### src/rtl/sfl_pkg.sv
package sfl_pkg;

  localparam int TX_MAX = 8;
  localparam int RX_MAX = 4;

  typedef enum logic [1:0] {
    RG_CTRL = 2'd0,
    RG_CMD  = 2'd1,
    RG_DATA = 2'd2,
    RG_NONE = 2'd3
  } reg_sel_e;

  typedef enum logic [1:0] {
    ST_IDLE  = 2'd0,
    ST_SHIFT = 2'd1,
    ST_HOLD  = 2'd2
  } eng_state_e;

  // Transmit count: at least the command byte, at most command+address+4 data.
  function automatic logic [3:0] fit_tx(input logic [3:0] raw);
    if (raw == 4'd0) return 4'd1;
    if (raw > 4'(TX_MAX)) return 4'(TX_MAX);
    return raw;
  endfunction

  function automatic logic [2:0] fit_rx(input logic [2:0] raw);
    return (raw > 3'(RX_MAX)) ? 3'(RX_MAX) : raw;
  endfunction

  // Number of SCK pulses in a frame.
  function automatic logic [6:0] frame_bits(input logic [3:0] tx, input logic [2:0] rx);
    return {(tx + {1'b0, rx}), 3'b000};
  endfunction

  // Byte k of the transmit phase.
  function automatic logic [7:0] pick_tx_byte(input logic [31:0] cmd, input logic [31:0] data,
                                              input logic [3:0] tx, input logic [3:0] idx);
    logic [3:0] lane;
    if (idx == 4'd0) return cmd[7:0];
    if (tx >= 4'd4) begin
      case (idx)
        4'd1: return cmd[31:24];
        4'd2: return cmd[23:16];
        4'd3: return cmd[15:8];
        default: lane = idx - 4'd4;
      endcase
    end else begin
      lane = idx - 4'd1;
    end
    return data[{lane[1:0], 3'b000} +: 8];
  endfunction

endpackage

### src/rtl/sfl_sck_timer.sv
module sfl_sck_timer #(
  parameter int HALF = 2
) (
  input  logic clk,
  input  logic rst_n,
  input  logic en,
  output logic tick
);
  localparam int CW = $clog2(HALF) + 1;

  logic [CW-1:0] cnt_q;

  assign tick = en && (cnt_q == CW'(HALF - 1));

  always_ff @(posedge clk or negedge rst_n) begin
    if (!rst_n)             cnt_q <= '0;
    else if (!en || tick)   cnt_q <= '0;
    else                    cnt_q <= cnt_q + 1'b1;
  end

endmodule

### src/rtl/sfl_regs.sv
module sfl_regs
  import sfl_pkg::*;
(
  input  logic        clk,
  input  logic        rst_n,
  input  logic        reg_we,
  input  logic [1:0]  reg_addr,
  input  logic [31:0] reg_wdata,
  output logic [31:0] reg_rdata,
  input  logic        busy,
  input  logic        done,
  input  logic [31:0] rx_word,
  output logic [31:0] cmd_q,
  output logic [31:0] data_q,
  output logic [3:0]  tx_cnt_q,
  output logic [2:0]  rx_cnt_q,
  output logic        start
);
  logic wr_ok;

  assign wr_ok = reg_we && !busy;
  assign start = wr_ok && (reg_addr == RG_CTRL) && reg_wdata[7];

  always_ff @(posedge clk or negedge rst_n) begin
    if (!rst_n) begin
      cmd_q    <= '0;
      data_q   <= '0;
      tx_cnt_q <= 4'd1;
      rx_cnt_q <= 3'd0;
    end else if (wr_ok) begin
      case (reg_addr)
        RG_CTRL: begin
          tx_cnt_q <= fit_tx(reg_wdata[3:0]);
          rx_cnt_q <= fit_rx(reg_wdata[6:4]);
        end
        RG_CMD:  cmd_q  <= reg_wdata;
        RG_DATA: data_q <= reg_wdata;
        default: ;
      endcase
    end else if (done && (rx_cnt_q != 3'd0)) begin
      data_q <= rx_word;
    end
  end

  always_comb begin
    case (reg_addr)
      RG_CTRL: reg_rdata = {23'd0, busy, 1'b0, rx_cnt_q, tx_cnt_q};
      RG_CMD:  reg_rdata = cmd_q;
      RG_DATA: reg_rdata = data_q;
      default: reg_rdata = '0;
    endcase
  end

  AST_CMD_FROZEN: assert property (@(posedge clk) disable iff (!rst_n)
    (busy && reg_we && reg_addr == RG_CMD) |=> $stable(cmd_q));
  AST_DATA_FROZEN: assert property (@(posedge clk) disable iff (!rst_n)
    (busy && $past(busy)) |-> $stable(data_q));

endmodule

### src/rtl/sfl_shifter.sv
module sfl_shifter
  import sfl_pkg::*;
(
  input  logic        clk,
  input  logic        rst_n,
  input  logic        start,
  input  logic        tick,
  input  logic [31:0] cmd,
  input  logic [31:0] data,
  input  logic [3:0]  tx_cnt,
  input  logic [2:0]  rx_cnt,
  input  logic        miso,
  output logic        busy,
  output logic        done,
  output logic [31:0] rx_word,
  output logic        sck,
  output logic        cs_n,
  output logic        mosi
);
  eng_state_e state_q;
  logic [6:0] bit_idx_q;
  logic [3:0] byte_idx;
  logic [2:0] bit_in;
  logic       in_tx;
  logic       last_bit;
  logic [7:0] cur_byte;
  logic [3:0] rx_lane;

  assign byte_idx = bit_idx_q[6:3];
  assign bit_in   = bit_idx_q[2:0];
  assign in_tx    = byte_idx < tx_cnt;
  assign last_bit = (bit_idx_q == frame_bits(tx_cnt, rx_cnt) - 7'd1);
  assign cur_byte = pick_tx_byte(cmd, data, tx_cnt, byte_idx);
  assign rx_lane  = byte_idx - tx_cnt;
  assign busy     = (state_q != ST_IDLE);
  assign done     = (state_q == ST_HOLD) && tick;
  assign mosi     = (state_q == ST_SHIFT) && in_tx && cur_byte[~bit_in];

  always_ff @(posedge clk or negedge rst_n) begin
    if (!rst_n) begin
      state_q   <= ST_IDLE;
      bit_idx_q <= '0;
      rx_word   <= '0;
      sck       <= 1'b0;
      cs_n      <= 1'b1;
    end else begin
      case (state_q)
        ST_IDLE: if (start) begin
          state_q   <= ST_SHIFT;
          cs_n      <= 1'b0;
          bit_idx_q <= '0;
          rx_word   <= '0;
        end
        ST_SHIFT: if (tick) begin
          if (!sck) begin
            sck <= 1'b1;
            if (!in_tx) rx_word[{rx_lane[1:0], ~bit_in}] <= miso;
          end else begin
            sck <= 1'b0;
            if (last_bit) state_q <= ST_HOLD;
            else          bit_idx_q <= bit_idx_q + 7'd1;
          end
        end
        ST_HOLD: if (tick) begin
          cs_n    <= 1'b1;
          state_q <= ST_IDLE;
        end
        default: state_q <= ST_IDLE;
      endcase
    end
  end

  AST_CS_WITHIN_BUSY: assert property (@(posedge clk) disable iff (!rst_n)
    !cs_n |-> busy);
  AST_FRAME_END: assert property (@(posedge clk) disable iff (!rst_n)
    $rose(cs_n) |-> !busy);
  AST_SCK_IDLE_LOW: assert property (@(posedge clk) disable iff (!rst_n)
    cs_n |-> !sck);
  AST_MOSI_STEADY_HIGH: assert property (@(posedge clk) disable iff (!rst_n)
    (sck && $past(sck)) |-> $stable(mosi));
  AST_NO_RESTART: assert property (@(posedge clk) disable iff (!rst_n)
    !(start && busy));

endmodule

### src/rtl/sfl_cmd_engine.sv
module sfl_cmd_engine #(
  parameter int SCK_DIV = 4
) (
  input  logic        clk,
  input  logic        rst_n,
  input  logic        reg_we,
  input  logic [1:0]  reg_addr,
  input  logic [31:0] reg_wdata,
  output logic [31:0] reg_rdata,
  output logic        spi_sck,
  output logic        spi_cs_n,
  output logic        spi_mosi,
  input  logic        spi_miso
);
  localparam int HALF = (SCK_DIV < 2) ? 1 : SCK_DIV / 2;

  logic [31:0] cmd_q, data_q, rx_word;
  logic [3:0]  tx_cnt;
  logic [2:0]  rx_cnt;
  logic        start, busy, done, tick;

  sfl_regs u_regs (
    .clk(clk), .rst_n(rst_n), .reg_we(reg_we), .reg_addr(reg_addr),
    .reg_wdata(reg_wdata), .reg_rdata(reg_rdata), .busy(busy), .done(done),
    .rx_word(rx_word), .cmd_q(cmd_q), .data_q(data_q), .tx_cnt_q(tx_cnt),
    .rx_cnt_q(rx_cnt), .start(start)
  );

  sfl_sck_timer #(.HALF(HALF)) u_timer (
    .clk(clk), .rst_n(rst_n), .en(busy), .tick(tick)
  );

  sfl_shifter u_shift (
    .clk(clk), .rst_n(rst_n), .start(start), .tick(tick), .cmd(cmd_q),
    .data(data_q), .tx_cnt(tx_cnt), .rx_cnt(rx_cnt), .miso(spi_miso),
    .busy(busy), .done(done), .rx_word(rx_word), .sck(spi_sck),
    .cs_n(spi_cs_n), .mosi(spi_mosi)
  );

endmodule

### config.mk
export PLATFORM = sky130hd
export DESIGN_NAME = sfl_cmd_engine
export DESIGN_NICKNAME = d
export VERILOG_FILES = /design/src/rtl/sfl_pkg.sv /design/src/rtl/sfl_sck_timer.sv /design/src/rtl/sfl_regs.sv /design/src/rtl/sfl_shifter.sv /design/src/rtl/sfl_cmd_engine.sv
export SDC_FILE = /design/constraint.sdc
export NUM_CORES = 1
export LEC_CHECK = 0
export ABC_CLOCK_PERIOD_IN_PS = 4050
export BUFFER_PORTS_ARGS = -buffer_cell sky130_fd_sc_hd__buf_2
export CORE_UTILIZATION = 40
export CTS_CLUSTER_DIAMETER = 200
export DETAILED_ROUTE_END_ITERATION = 16
export MAX_ROUTING_LAYER = met4
export SYNTH_ARGS = -nofsm -noshare
export SYNTH_HDL_FRONTEND = slang
export SYNTH_SLANG_ARGS = --single-unit
### constraint.sdc
create_clock -name clk -period 4.05 [get_ports clk]
set_input_delay 0.81 -clock clk [delete_from_list [all_inputs] [get_ports clk]]
set_output_delay 0.81 -clock clk [all_outputs]
set_load 0.01 [all_outputs]
==> results of run 1 <==
## worst paths after layout
kind,start,cells past startpoint,endpoint
min in group asynchronous,rst_n,2,u_shift.rx_word[2]
setup reg to reg,u_regs.tx_cnt_q[0],9,u_shift.state_q[0]
setup / recovery,u_shift.bit_idx_q[4],8,spi_mosi
max in group asynchronous,rst_n,2,u_regs.data_q[24]
hold reg to reg,u_timer.cnt_q[0],1,u_timer.cnt_q[0]
hold / removal,u_timer.cnt_q[0],1,u_timer.cnt_q[0]
## per-layer routing
layer,track usage,vias to the layer above,share of wire
li1,-,2792,-
met1,0.416,3144,0.48
met2,0.431,227,0.46
met3,0.0476,17,0.051
met4,0.0730,0,0.011
met5,-,-,0
## report_power, final
group / total [mW] / switching, mW / internal, mW
Sequential: 2.19 / 0.573 / 1.61
Clock: 1.56 / 0.586 / 0.972
Combinational: 2.94 / 1.75 / 1.19
Total: 6.68 / 2.90 / 3.78
## cells in the mapped netlist, types with 3 or more instances
cell type / count / area share
clkbuf_1: 47 / 0.027
mux2i_1: 12 / 0.018
nand2_1: 108 / 0.061
nand3_1: 20 / 0.015
a31oi_1: 36 / 0.034
nor2b_1: 6 / 0.0056
a311oi_1: 4 / 0.0053
o211ai_1: 4 / 0.0045
nor4_1: 3 / 0.0028
xor2_1: 6 / 0.0079
nor3_1: 6 / 0.0045
and2_1: 8 / 0.0075
xnor2_1: 7 / 0.0092
and3_1: 18 / 0.017
buf_1: 4 / 0.0023
nand2b_1: 9 / 0.0085
nor2_1: 47 / 0.027
a2111oi_0: 8 / 0.011
nand3b_1: 3 / 0.0034
a21oi_1: 40 / 0.030
o21ai_0: 77 / 0.058
ha_1: 16 / 0.030
o31ai_1: 4 / 0.0045
mux2_2: 34 / 0.058
inv_1: 12 / 0.0068
a21o_1: 3 / 0.0034
or2_2: 5 / 0.0047
dfrtp_1: 114 / 0.43
a222oi_1: 7 / 0.011
a22o_1: 25 / 0.033
buf_2: 5 / 0.0038
## stage by stage
stage / instances / cell area, um^2 / util / setup WS, ps
after floorplan: 734 / 6650 / - / 414
after global placement: 985 / 7240 / 0.451 / 447
after detailed placement: 985 / 7240 / 0.451 / 409
after CTS: 1017 / 7850 / 0.489 / 75.5
after global routing: 1018 / 7870 / 0.490 / 77.7
final: 1018 / 7870 / 0.490 / 211
## kinds of logic (layout without fill, tap and decap cells)
kind of cell,Yosys count,in the layout,synth area share
AOI/OAI and AO/OA,227,227,0.217
xor gates and xnor gates,13,13,0.0171
adders and majority gates,18,18,0.0361
buffers and inverters,69,137,0.0399
DFF,116,116,0.437
muxes,48,48,0.0824
and+or+nand+nor,243,243,0.171
## cell usage in the layout (no fill, tap or decap), drive strengths merged, types with 7 or more instances in the layout
cell	netlist	routed
ha	16	16
a22o	25	25
a2111oi	8	8
a31oi	36	36
and3	18	18
nor2	47	47
dfrtp	114	114
clkbuf	47	18
xnor2	7	7
buf	9	92
a21oi	40	40
o21ai	79	79
nand2b	9	9
nand3	20	20
mux2	34	34
a222oi	7	7
inv	13	17
nand2	108	108
mux2i	12	12
and2	8	8
## area by class of cell
type,instances,area (um^2),area share
inverter,13,48.8,0.00620
tap,216,270,0.0343
clock buffer,18,429,0.0545
timing repair buffer,92,526,0.0668
multi-input combinational,549,3520,0.447
clock inverter,14,174,0.0221
sequential,116,2910,0.369
## what timing repair did
action                                  CTS  global route
resized for setup                         3             4
endpoints found under the setup margin    1             1
hold buffers                              0             0
setup buffers                             0             1
## flip-flops by register name, summed over array words and instances, names as in the netlist, 2 cells and up
name	count
u_regs.rx_cnt_q	3
u_regs.cmd_q	32
u_shift.state_q	2
u_shift.bit_idx_q	7
u_timer.cnt_q	2
u_regs.data_q	32
u_shift.rx_word	32
u_regs.tx_cnt_q	4
## worst max-delay path, delay by kind of cell, from the launching register on
| family | cells | cell delay [ps] |
|---|---|---|
| AOI/OAI and AO/OA | 2 | 600 |
| buffers and inverters | 2 | 390 |
| DFF | 1 | 390 |
| and+or+nand+nor | 3 | 910 |
| adders and majority gates | 1 | 280 |
==> flow_results.xml, run 1 <==
<?xml version="1.0" encoding="UTF-8"?>
<metrics>
  <group name="die">
    <metric name="rows" unit="">46</metric>
    <metric name="die_width" unit="um">131</metric>
    <metric name="start_util" unit="">0.414</metric>
    <metric name="num_io_pins" unit="">73</metric>
    <metric name="placeableCoreArea" unit="um^2">16100</metric>
    <metric name="fp.dieArea" unit="um^2">17200</metric>
    <metric name="die_h" unit="um">131</metric>
  </group>
  <group name="sta">
    <metric name="fin_crit" unit="ps">3840</metric>
    <metric name="max_slew.worst_pin.slew" unit="ps">1100</metric>
    <metric name="finalSetupTns" unit="ps">0</metric>
    <metric name="worst_slew_margin_rel" unit="">0.266</metric>
    <metric name="clock-skew-final" unit="ps">11.2</metric>
    <metric name="drv_slew" unit="">0</metric>
    <metric name="timing.final.crit_share" unit="">0.948</metric>
    <metric name="hold_ws" unit="ps">454</metric>
    <metric name="highest_clock_frequency_the_design_can_meet" unit="MHz">260</metric>
    <metric name="finalHoldViolations" unit="">0</metric>
    <metric name="grt_setup_unrepaired" unit="">no</metric>
    <metric name="report.final.setup_viol" unit="">0</metric>
  </group>
  <group name="logic_synthesis">
    <metric name="synth_top_flop_cell" unit="">dfrtp_1</metric>
    <metric name="ys_types" unit="">57</metric>
    <metric name="synth_edf_count" unit="">0</metric>
    <metric name="synth_seq_area_share" unit="">0.437</metric>
    <metric name="postSynth.asyncResetShare" unit="">1.00</metric>
    <metric name="register_bit_count_reported_by_yosys" unit="">116</metric>
    <metric name="syn_avg_cell_area" unit="um^2">9.07</metric>
    <metric name="post_synth_net_total" unit="">790</metric>
    <metric name="synth_cells" unit="">734</metric>
    <metric name="ys_warn_count" unit="">0</metric>
    <metric name="synth_area" unit="um^2">6650</metric>
  </group>
  <group name="cts">
    <metric name="tritoncts_clock_tree" unit="">built</metric>
    <metric name="cts_max_level" unit="">4</metric>
    <metric name="cts_buf_count" unit="">17</metric>
    <metric name="clkTransAtPathRegs" unit="ps">60</metric>
    <metric name="clock_latency" unit="ps">430</metric>
    <metric name="cts_buffer_depth" unit="">2</metric>
    <metric name="clock-root-buffer" unit="">clkbuf_16</metric>
    <metric name="clock-sinks" unit="">116</metric>
  </group>
  <group name="detailed_routing">
    <metric name="drt-initial-drc-count" unit="">578</metric>
    <metric name="drt-total-wl" unit="um">23200</metric>
    <metric name="detailedRoute.firstPassIterationCount" unit="">7</metric>
    <metric name="num_vias" unit="">6180</metric>
    <metric name="detail_route.drc_violations" unit="">0</metric>
    <metric name="route.antenna.remaining_nets" unit="">0</metric>
    <metric name="via_count_normalized_by_instance_count" unit="">6.07</metric>
    <metric name="detail_route.wl_per_cell" unit="um">22.8</metric>
  </group>
  <group name="layout">
    <metric name="finish.net_count" unit="">845</metric>
    <metric name="post_route_cells_drive_above_1_share" unit="">0.223</metric>
    <metric name="areaGrowthSynthToFinish" unit="%">18.3</metric>
    <metric name="nFillCells" unit="">1526</metric>
    <metric name="insertedDiodeCount" unit="">0</metric>
  </group>
  <group name="pwr">
    <metric name="leakage" unit="nW">3.47</metric>
    <metric name="total_power" unit="mW">6.68</metric>
    <metric name="peakVddDrop" unit="mV">0.394</metric>
    <metric name="power.density_cell_area" unit="nW/um^2">849</metric>
  </group>
  <group name="critical_path">
    <metric name="critPathMaxStageDelay" unit="ps">510</metric>
    <metric name="crit_fanout" unit="">12</metric>
    <metric name="critical_path_class" unit="">flip-flop to primary output</metric>
    <metric name="worstSetupEndpointType" unit="">primary output</metric>
    <metric name="cp_slowest_cell" unit="">or4_1</metric>
    <metric name="worstPathArrival" unit="ps">3030</metric>
    <metric name="startpoint_type" unit="">flip-flop</metric>
    <metric name="r2r_slack" unit="ps">990</metric>
    <metric name="crit_required" unit="ps">3240</metric>
    <metric name="crit_path_cell_trace" unit="">buf_4 -&gt; ha_2 -&gt; o32a_1 -&gt; o21a_1 -&gt; or4_1 -&gt; and4b_1 -&gt; nor4_2 -&gt; buf_2</metric>
  </group>
  <group name="place">
    <metric name="numPortBuffers" unit="">72</metric>
    <metric name="hpwlAfterDp" unit="um">16500</metric>
    <metric name="routabilityCongestion" unit="">0.876</metric>
  </group>
  <group name="min_path">
    <metric name="worstHoldPathType" unit="">flip-flop to flip-flop</metric>
  </group>
  <group name="global_routing">
    <metric name="grt_antenna_before_repair" unit="">0</metric>
    <metric name="largest_net_degree_at_the_start_of_global_routing" unit="">117</metric>
    <metric name="global_router_s_overall_resource_usage" unit="">0.292</metric>
    <metric name="globalRoute.totalOverflow" unit="">0</metric>
    <metric name="number_of_global_route_vias_before_repair" unit="">5868</metric>
    <metric name="grt_pass1_wl" unit="um">35300</metric>
  </group>
  <group name="outcome">
    <metric name="status" unit="">completed</metric>
  </group>
  <group name="flow_run">
    <metric name="maxCapViolCount" unit="">0</metric>
  </group>
</metrics>
Note: power is estimated with default switching activity, not from simulation.
==> run 2: changes to the inputs <==
--- a/config.mk
+++ b/config.mk
@@ -5,9 +5,10 @@
 export SDC_FILE = /design/constraint.sdc
 export NUM_CORES = 1
 export LEC_CHECK = 0
-export ABC_CLOCK_PERIOD_IN_PS = 4050
+export ABC_CLOCK_PERIOD_IN_PS = 3880
 export BUFFER_PORTS_ARGS = -buffer_cell sky130_fd_sc_hd__buf_2
 export CORE_UTILIZATION = 40
+export CTS_BUF_LIST = sky130_fd_sc_hd__clkbuf_16
 export CTS_CLUSTER_DIAMETER = 200
 export DETAILED_ROUTE_END_ITERATION = 16
 export MAX_ROUTING_LAYER = met4
==> constraint.sdc (replaced) <==
create_clock -name clk -period 3.88 [get_ports clk]
set_input_delay 0.776 -clock clk [delete_from_list [all_inputs] [get_ports clk]]
set_output_delay 0.776 -clock clk [all_outputs]
set_load 0.01 [all_outputs]
==> run 2 against run 1 <==
Worst setup slack got worse by 160 ps. Register-to-register slack got worse by 230 ps. Clock power increased by 3%. Sequential power increased by 2%. Design area increased by 0.41%. Final cell count increased by 0.49%. Clock-buffer cell count decreased by 1.
==> flow_results.xml, run 2 (same netlist as run 1, synthesis figures left out) <==
<?xml version="1.0" encoding="UTF-8"?>
<metrics>
  <group name="layout">
    <metric name="most_common_library_cell_in_the_layout_ignoring_fill_and_taps" unit="">dfrtp_1</metric>
    <metric name="post_route_cells_drive_above_1_share" unit="">0.230</metric>
    <metric name="reg_top3" unit="">u_regs.cmd_q: 32 flops, u_regs.data_q: 32 flops, u_shift.rx_word: 32 flops</metric>
    <metric name="postLayoutCoreUtil" unit="">0.492</metric>
    <metric name="multi_input_comb_area" unit="um^2">3520</metric>
    <metric name="layout.cells.most_common_list" unit="">dfrtp_1 (114), nand2_1 (108), o21ai_0 (76)</metric>
    <metric name="register_area" unit="um^2">2910</metric>
    <metric name="nFillCells" unit="">1521</metric>
    <metric name="areaGrowthSynthToFinish" unit="%">18.8</metric>
    <metric name="fin_cells" unit="">1023</metric>
    <metric name="final_cell_area" unit="um^2">7900</metric>
    <metric name="insertedDiodeCount" unit="">0</metric>
    <metric name="finish.net_count" unit="">850</metric>
  </group>
  <group name="global_routing">
    <metric name="global_router_s_overall_resource_usage" unit="">0.297</metric>
    <metric name="grt_pass1_wl" unit="um">35700</metric>
    <metric name="largest_net_degree_at_the_start_of_global_routing" unit="">51</metric>
    <metric name="grt_antenna_before_repair" unit="">0</metric>
    <metric name="number_of_global_route_vias_before_repair" unit="">5872</metric>
    <metric name="globalRoute.totalOverflow" unit="">0</metric>
  </group>
  <group name="detailed_routing">
    <metric name="detail_route.wl_per_cell" unit="um">22.9</metric>
    <metric name="detail_route.drc_violations" unit="">0</metric>
    <metric name="route.antenna.remaining_nets" unit="">0</metric>
    <metric name="num_vias" unit="">6160</metric>
    <metric name="detailedRoute.firstPassIterationCount" unit="">7</metric>
    <metric name="drt-total-wl" unit="um">23500</metric>
    <metric name="via_count_normalized_by_instance_count" unit="">6.02</metric>
    <metric name="drt-initial-drc-count" unit="">582</metric>
  </group>
  <group name="sta">
    <metric name="drv_slew" unit="">0</metric>
    <metric name="report.final.setup_viol" unit="">0</metric>
    <metric name="grt_setup_unrepaired" unit="">no</metric>
    <metric name="highest_clock_frequency_the_design_can_meet" unit="MHz">261</metric>
    <metric name="clock-skew-final" unit="ps">5.98</metric>
    <metric name="post-route-worst-setup-slack" unit="ps">50.2</metric>
    <metric name="finalHoldViolations" unit="">0</metric>
    <metric name="fin_crit" unit="ps">3830</metric>
    <metric name="timing.final.crit_share" unit="">0.987</metric>
    <metric name="hold_ws" unit="ps">381</metric>
    <metric name="worst_slew_margin_rel" unit="">0.283</metric>
    <metric name="max_slew.worst_pin.slew" unit="ps">1070</metric>
    <metric name="finalSetupTns" unit="ps">0</metric>
  </group>
  <group name="place">
    <metric name="hpwlAfterDp" unit="um">17300</metric>
    <metric name="placed_area" unit="um^2">7280</metric>
    <metric name="post-place-ws" unit="ps">384</metric>
    <metric name="dpl.cell_count" unit="">990</metric>
    <metric name="routabilityCongestion" unit="">0.933</metric>
    <metric name="numPortBuffers" unit="">72</metric>
  </group>
  <group name="critical_path">
    <metric name="crit_required" unit="ps">3100</metric>
    <metric name="startpoint_type" unit="">flip-flop</metric>
    <metric name="crit_fanout" unit="">14</metric>
    <metric name="critical_path_class" unit="">flip-flop to primary output</metric>
    <metric name="worstPathArrival" unit="ps">3050</metric>
    <metric name="worstSetupEndpointType" unit="">primary output</metric>
  </group>
  <group name="cts">
    <metric name="tritoncts_clock_tree" unit="">built</metric>
    <metric name="clock-root-buffer" unit="">clkbuf_16</metric>
    <metric name="cts_buf_count" unit="">17</metric>
    <metric name="cts_buffer_depth" unit="">2</metric>
    <metric name="clkTransAtPathRegs" unit="ps">60</metric>
    <metric name="clock-sinks" unit="">116</metric>
    <metric name="cts_max_level" unit="">4</metric>
    <metric name="cts_hold_repair.buffers" unit="">0</metric>
    <metric name="clock_latency" unit="ps">430</metric>
  </group>
  <group name="die">
    <metric name="rows" unit="">46</metric>
    <metric name="placeableCoreArea" unit="um^2">16100</metric>
    <metric name="num_io_pins" unit="">73</metric>
    <metric name="die_width" unit="um">131</metric>
    <metric name="start_util" unit="">0.414</metric>
    <metric name="fp.dieArea" unit="um^2">17200</metric>
    <metric name="die_h" unit="um">131</metric>
  </group>
  <group name="flow_run">
    <metric name="maxCapViolCount" unit="">0</metric>
  </group>
  <group name="min_path">
    <metric name="worstHoldPathType" unit="">input port to asynchronous set/reset pin</metric>
  </group>
  <group name="outcome">
    <metric name="status" unit="">completed</metric>
  </group>
  <group name="pwr">
    <metric name="peakVddDrop" unit="mV">0.354</metric>
    <metric name="total_power" unit="mW">6.96</metric>
    <metric name="power.density_cell_area" unit="nW/um^2">881</metric>
    <metric name="leakage" unit="nW">3.50</metric>
  </group>
</metrics>
-- run 2: critical path: stages (launching register included) --
cell	delay (ps)
dfrtp_1	380
buf_4	180
or2_2	400
a21o_2	300
a2111oi_0	720
o2111a_1	300
a211o_1	130
nor4_2	60
buf_2	150
-- run 2: final cells by class --
class,count,area share
clock buffers,17,0.0538
flip-flops and latches,116,0.368
inverters,13,0.00617
well taps,216,0.0342
repair buffers,97,0.0712
clock inverters,15,0.0217
multi-input cells,549,0.445
-- run 2: metal layers --
metal  part of all wire  vias up  GRT usage
met5                  0        -          -
met4              0.010        0     0.0656
met3              0.072       24     0.0611
met2               0.45      277      0.440
met1               0.46     3063      0.416
li1                   -     2796          -
-- run 2: final timing paths --
path	from	to	slack, ps	depth (start not counted)
max	u_regs.tx_cnt_q[3]	spi_mosi	50	8
min	rst_n	u_shift.rx_word[2]	380	1
max reg2reg	u_regs.tx_cnt_q[0]	u_shift.state_q[0]	760	9
min reg2reg	u_timer.cnt_q[0]	u_timer.cnt_q[0]	450	1
max in group asynchronous	rst_n	u_regs.tx_cnt_q[0]	2740	2
min in group clk	u_timer.cnt_q[0]	u_timer.cnt_q[0]	450	1
-- run 2: power by group --
group / switching, mW / internal (mW) / leakage, nW
Clock: 0.636 / 0.961 / 0.285
Combinational: 1.88 / 1.25 / 1.76
Sequential: 0.553 / 1.69 / 1.46
Total: 3.06 / 3.90 / 3.50
-- run 2: what timing repair did --
action,in CTS,in global routing
pin swaps,1,0
setup buffers,0,1
endpoints found under the hold margin,0,0
resized for setup,3,6
endpoints found under the setup margin,1,1
==> run 3: changes to the inputs <==
--- a/config.mk
+++ b/config.mk
@@ -5,7 +5,7 @@
 export SDC_FILE = /design/constraint.sdc
 export NUM_CORES = 1
 export LEC_CHECK = 0
-export ABC_CLOCK_PERIOD_IN_PS = 3880
+export ABC_CLOCK_PERIOD_IN_PS = 3800
 export BUFFER_PORTS_ARGS = -buffer_cell sky130_fd_sc_hd__buf_2
 export CORE_UTILIZATION = 40
 export CTS_BUF_LIST = sky130_fd_sc_hd__clkbuf_16
==> constraint.sdc (replaced) <==
create_clock -name clk -period 3.8 [get_ports clk]
set_input_delay 0.76 -clock clk [delete_from_list [all_inputs] [get_ports clk]]
set_output_delay 0.76 -clock clk [all_outputs]
set_load 0.01 [all_outputs]
==> run 3 against run 2 <==
Routed wire length decreased by 0.96%. Design area grew 0.55%. Core utilization grew 0.27 points. Non-clock buffer count rose by 4. Via count increased by 1.1%. Total power increased by 2.2%. Critical path depth did not move. Die area did not move. Register-to-register slack better by 30 ps. Combinational power grew 4%.
==> flow_results.xml, run 3 (same netlist as run 1, synthesis figures left out) <==
<?xml version="1.0" encoding="UTF-8"?>
<metrics>
  <group name="layout">
    <metric name="areaGrowthSynthToFinish" unit="%">19.4</metric>
    <metric name="finish.net_count" unit="">855</metric>
    <metric name="insertedDiodeCount" unit="">0</metric>
    <metric name="layout.cells.most_common_list" unit="">dfrtp_1 (114), nand2_1 (108), o21ai_0 (76)</metric>
    <metric name="most_common_library_cell_in_the_layout_ignoring_fill_and_taps" unit="">dfrtp_1</metric>
    <metric name="post_route_cells_drive_above_1_share" unit="">0.231</metric>
    <metric name="final_cell_area" unit="um^2">7950</metric>
    <metric name="nFillCells" unit="">1514</metric>
    <metric name="reg_top3" unit="">u_regs.cmd_q: 32 flops, u_regs.data_q: 32 flops, u_shift.rx_word: 32 flops</metric>
  </group>
  <group name="detailed_routing">
    <metric name="drt-total-wl" unit="um">23300</metric>
    <metric name="route.antenna.remaining_nets" unit="">0</metric>
    <metric name="detail_route.drc_violations" unit="">0</metric>
    <metric name="num_vias" unit="">6230</metric>
    <metric name="detail_route.wl_per_cell" unit="um">22.7</metric>
    <metric name="via_count_normalized_by_instance_count" unit="">6.07</metric>
    <metric name="detailedRoute.firstPassIterationCount" unit="">6</metric>
    <metric name="drt-initial-drc-count" unit="">683</metric>
  </group>
  <group name="pwr">
    <metric name="peakVddDrop" unit="mV">0.414</metric>
    <metric name="leakage" unit="nW">3.54</metric>
    <metric name="total_power" unit="mW">7.11</metric>
    <metric name="power.density_cell_area" unit="nW/um^2">895</metric>
  </group>
  <group name="place">
    <metric name="hpwlAfterDp" unit="um">16600</metric>
    <metric name="routabilityCongestion" unit="">0.963</metric>
    <metric name="placed_area" unit="um^2">7270</metric>
    <metric name="numPortBuffers" unit="">72</metric>
  </group>
  <group name="min_path">
    <metric name="worstHoldPathType" unit="">input port to asynchronous set/reset pin</metric>
  </group>
  <group name="sta">
    <metric name="fin_crit" unit="ps">3700</metric>
    <metric name="drv_slew" unit="">0</metric>
    <metric name="hold_ws" unit="ps">264</metric>
    <metric name="finalHoldViolations" unit="">0</metric>
    <metric name="max_slew.worst_pin.slew" unit="ps">1090</metric>
    <metric name="timing.final.crit_share" unit="">0.973</metric>
    <metric name="report.final.setup_viol" unit="">0</metric>
    <metric name="finalSetupTns" unit="ps">0</metric>
    <metric name="highest_clock_frequency_the_design_can_meet" unit="MHz">270</metric>
    <metric name="worst_slew_margin_rel" unit="">0.273</metric>
    <metric name="clock-skew-final" unit="ps">6.69</metric>
  </group>
  <group name="cts">
    <metric name="clock_latency" unit="ps">410</metric>
    <metric name="cts_max_level" unit="">4</metric>
    <metric name="cts_buffer_depth" unit="">2</metric>
    <metric name="clock-root-buffer" unit="">clkbuf_16</metric>
    <metric name="tritoncts_clock_tree" unit="">built</metric>
    <metric name="cts_buf_count" unit="">17</metric>
    <metric name="clock-sinks" unit="">116</metric>
    <metric name="clkTransAtPathRegs" unit="ps">50</metric>
    <metric name="cts_hold_repair.buffers" unit="">0</metric>
  </group>
  <group name="critical_path">
    <metric name="worstPathArrival" unit="ps">2940</metric>
    <metric name="worstSetupEndpointType" unit="">primary output</metric>
    <metric name="startpoint_type" unit="">flip-flop</metric>
    <metric name="startpoint" unit="">u_shift.bit_idx_q[3]</metric>
    <metric name="crit_required" unit="ps">3040</metric>
    <metric name="worstRegToRegCells" unit="">9</metric>
    <metric name="worstReg2RegStart" unit="">u_regs.tx_cnt_q[0]</metric>
    <metric name="critical_path_class" unit="">flip-flop to primary output</metric>
    <metric name="crit_fanout" unit="">8</metric>
  </group>
  <group name="global_routing">
    <metric name="number_of_global_route_vias_before_repair" unit="">5960</metric>
    <metric name="global_router_s_overall_resource_usage" unit="">0.292</metric>
    <metric name="grt_antenna_before_repair" unit="">0</metric>
    <metric name="grt_pass1_wl" unit="um">35300</metric>
    <metric name="globalRoute.totalOverflow" unit="">0</metric>
    <metric name="largest_net_degree_at_the_start_of_global_routing" unit="">93</metric>
  </group>
  <group name="die">
    <metric name="num_io_pins" unit="">73</metric>
    <metric name="rows" unit="">46</metric>
    <metric name="fp.dieArea" unit="um^2">17200</metric>
    <metric name="die_h" unit="um">131</metric>
    <metric name="die_width" unit="um">131</metric>
    <metric name="start_util" unit="">0.414</metric>
    <metric name="placeableCoreArea" unit="um^2">16100</metric>
  </group>
  <group name="flow_run">
    <metric name="maxCapViolCount" unit="">0</metric>
  </group>
  <group name="outcome">
    <metric name="status" unit="">completed</metric>
  </group>
</metrics>
-- run 3: worst max-delay path: stages (launching register included) --
cell and delay, ps:
dfrtp_1 390, buf_6 140, ha_1 210, o32a_1 380, o21a_2 220, or4_1 510
and4b_2 250, nor4_4 260, buf_2 180
-- run 3: final timing paths --
path,to,slack (ps)
max in group asynchronous,u_regs.data_q[24],2690
setup reg to reg,u_shift.state_q[0],790
hold / removal,u_shift.rx_word[1],260
setup / recovery,spi_mosi,100
hold reg to reg,u_timer.cnt_q[0],440
min in group clk,u_timer.cnt_q[0],440
-- run 3: layout make-up --
class,instances,area [um^2],area share
clock buffer,17,425,0.0535
timing repair buffer,101,601,0.0756
clock inverter,13,144,0.0181
inverter,13,48.8,0.00614
sequential,116,2910,0.366
tap,216,270,0.0340
multi-input combinational,550,3550,0.447
-- run 3: through the flow --
step / util / worst slack, ps / cells
finish: 0.495 / 102 / 1026
global route: 0.495 / -7.56 / 1026
CTS: 0.489 / 12.8 / 1019
detailed placement: 0.453 / 305 / 989
global placement: 0.453 / 355 / 989
floorplan: - / 214 / 734
-- run 3: what timing repair did --
action                                  4_1_cts  5_1_grt
buffers inserted                              0        6
endpoints found under the hold margin         0        0
pin swaps                                     0        3
endpoints found under the setup margin        1        1
cloned                                        0        1
gates resized for setup                       4       12
-- run 3: per-layer routing --
metal	up-vias	share of wire	GRT usage
li1	2796	-	-
met1	3093	0.45	0.400
met2	308	0.45	0.425
met3	33	0.080	0.0708
met4	0	0.020	0.0899
met5	-	0	-
-- run 3: report_power, final --
group | switching [mW] | internal (mW)
clock network | 0.556 | 1.01
logic | 1.91 | 1.34
registers | 0.581 | 1.72
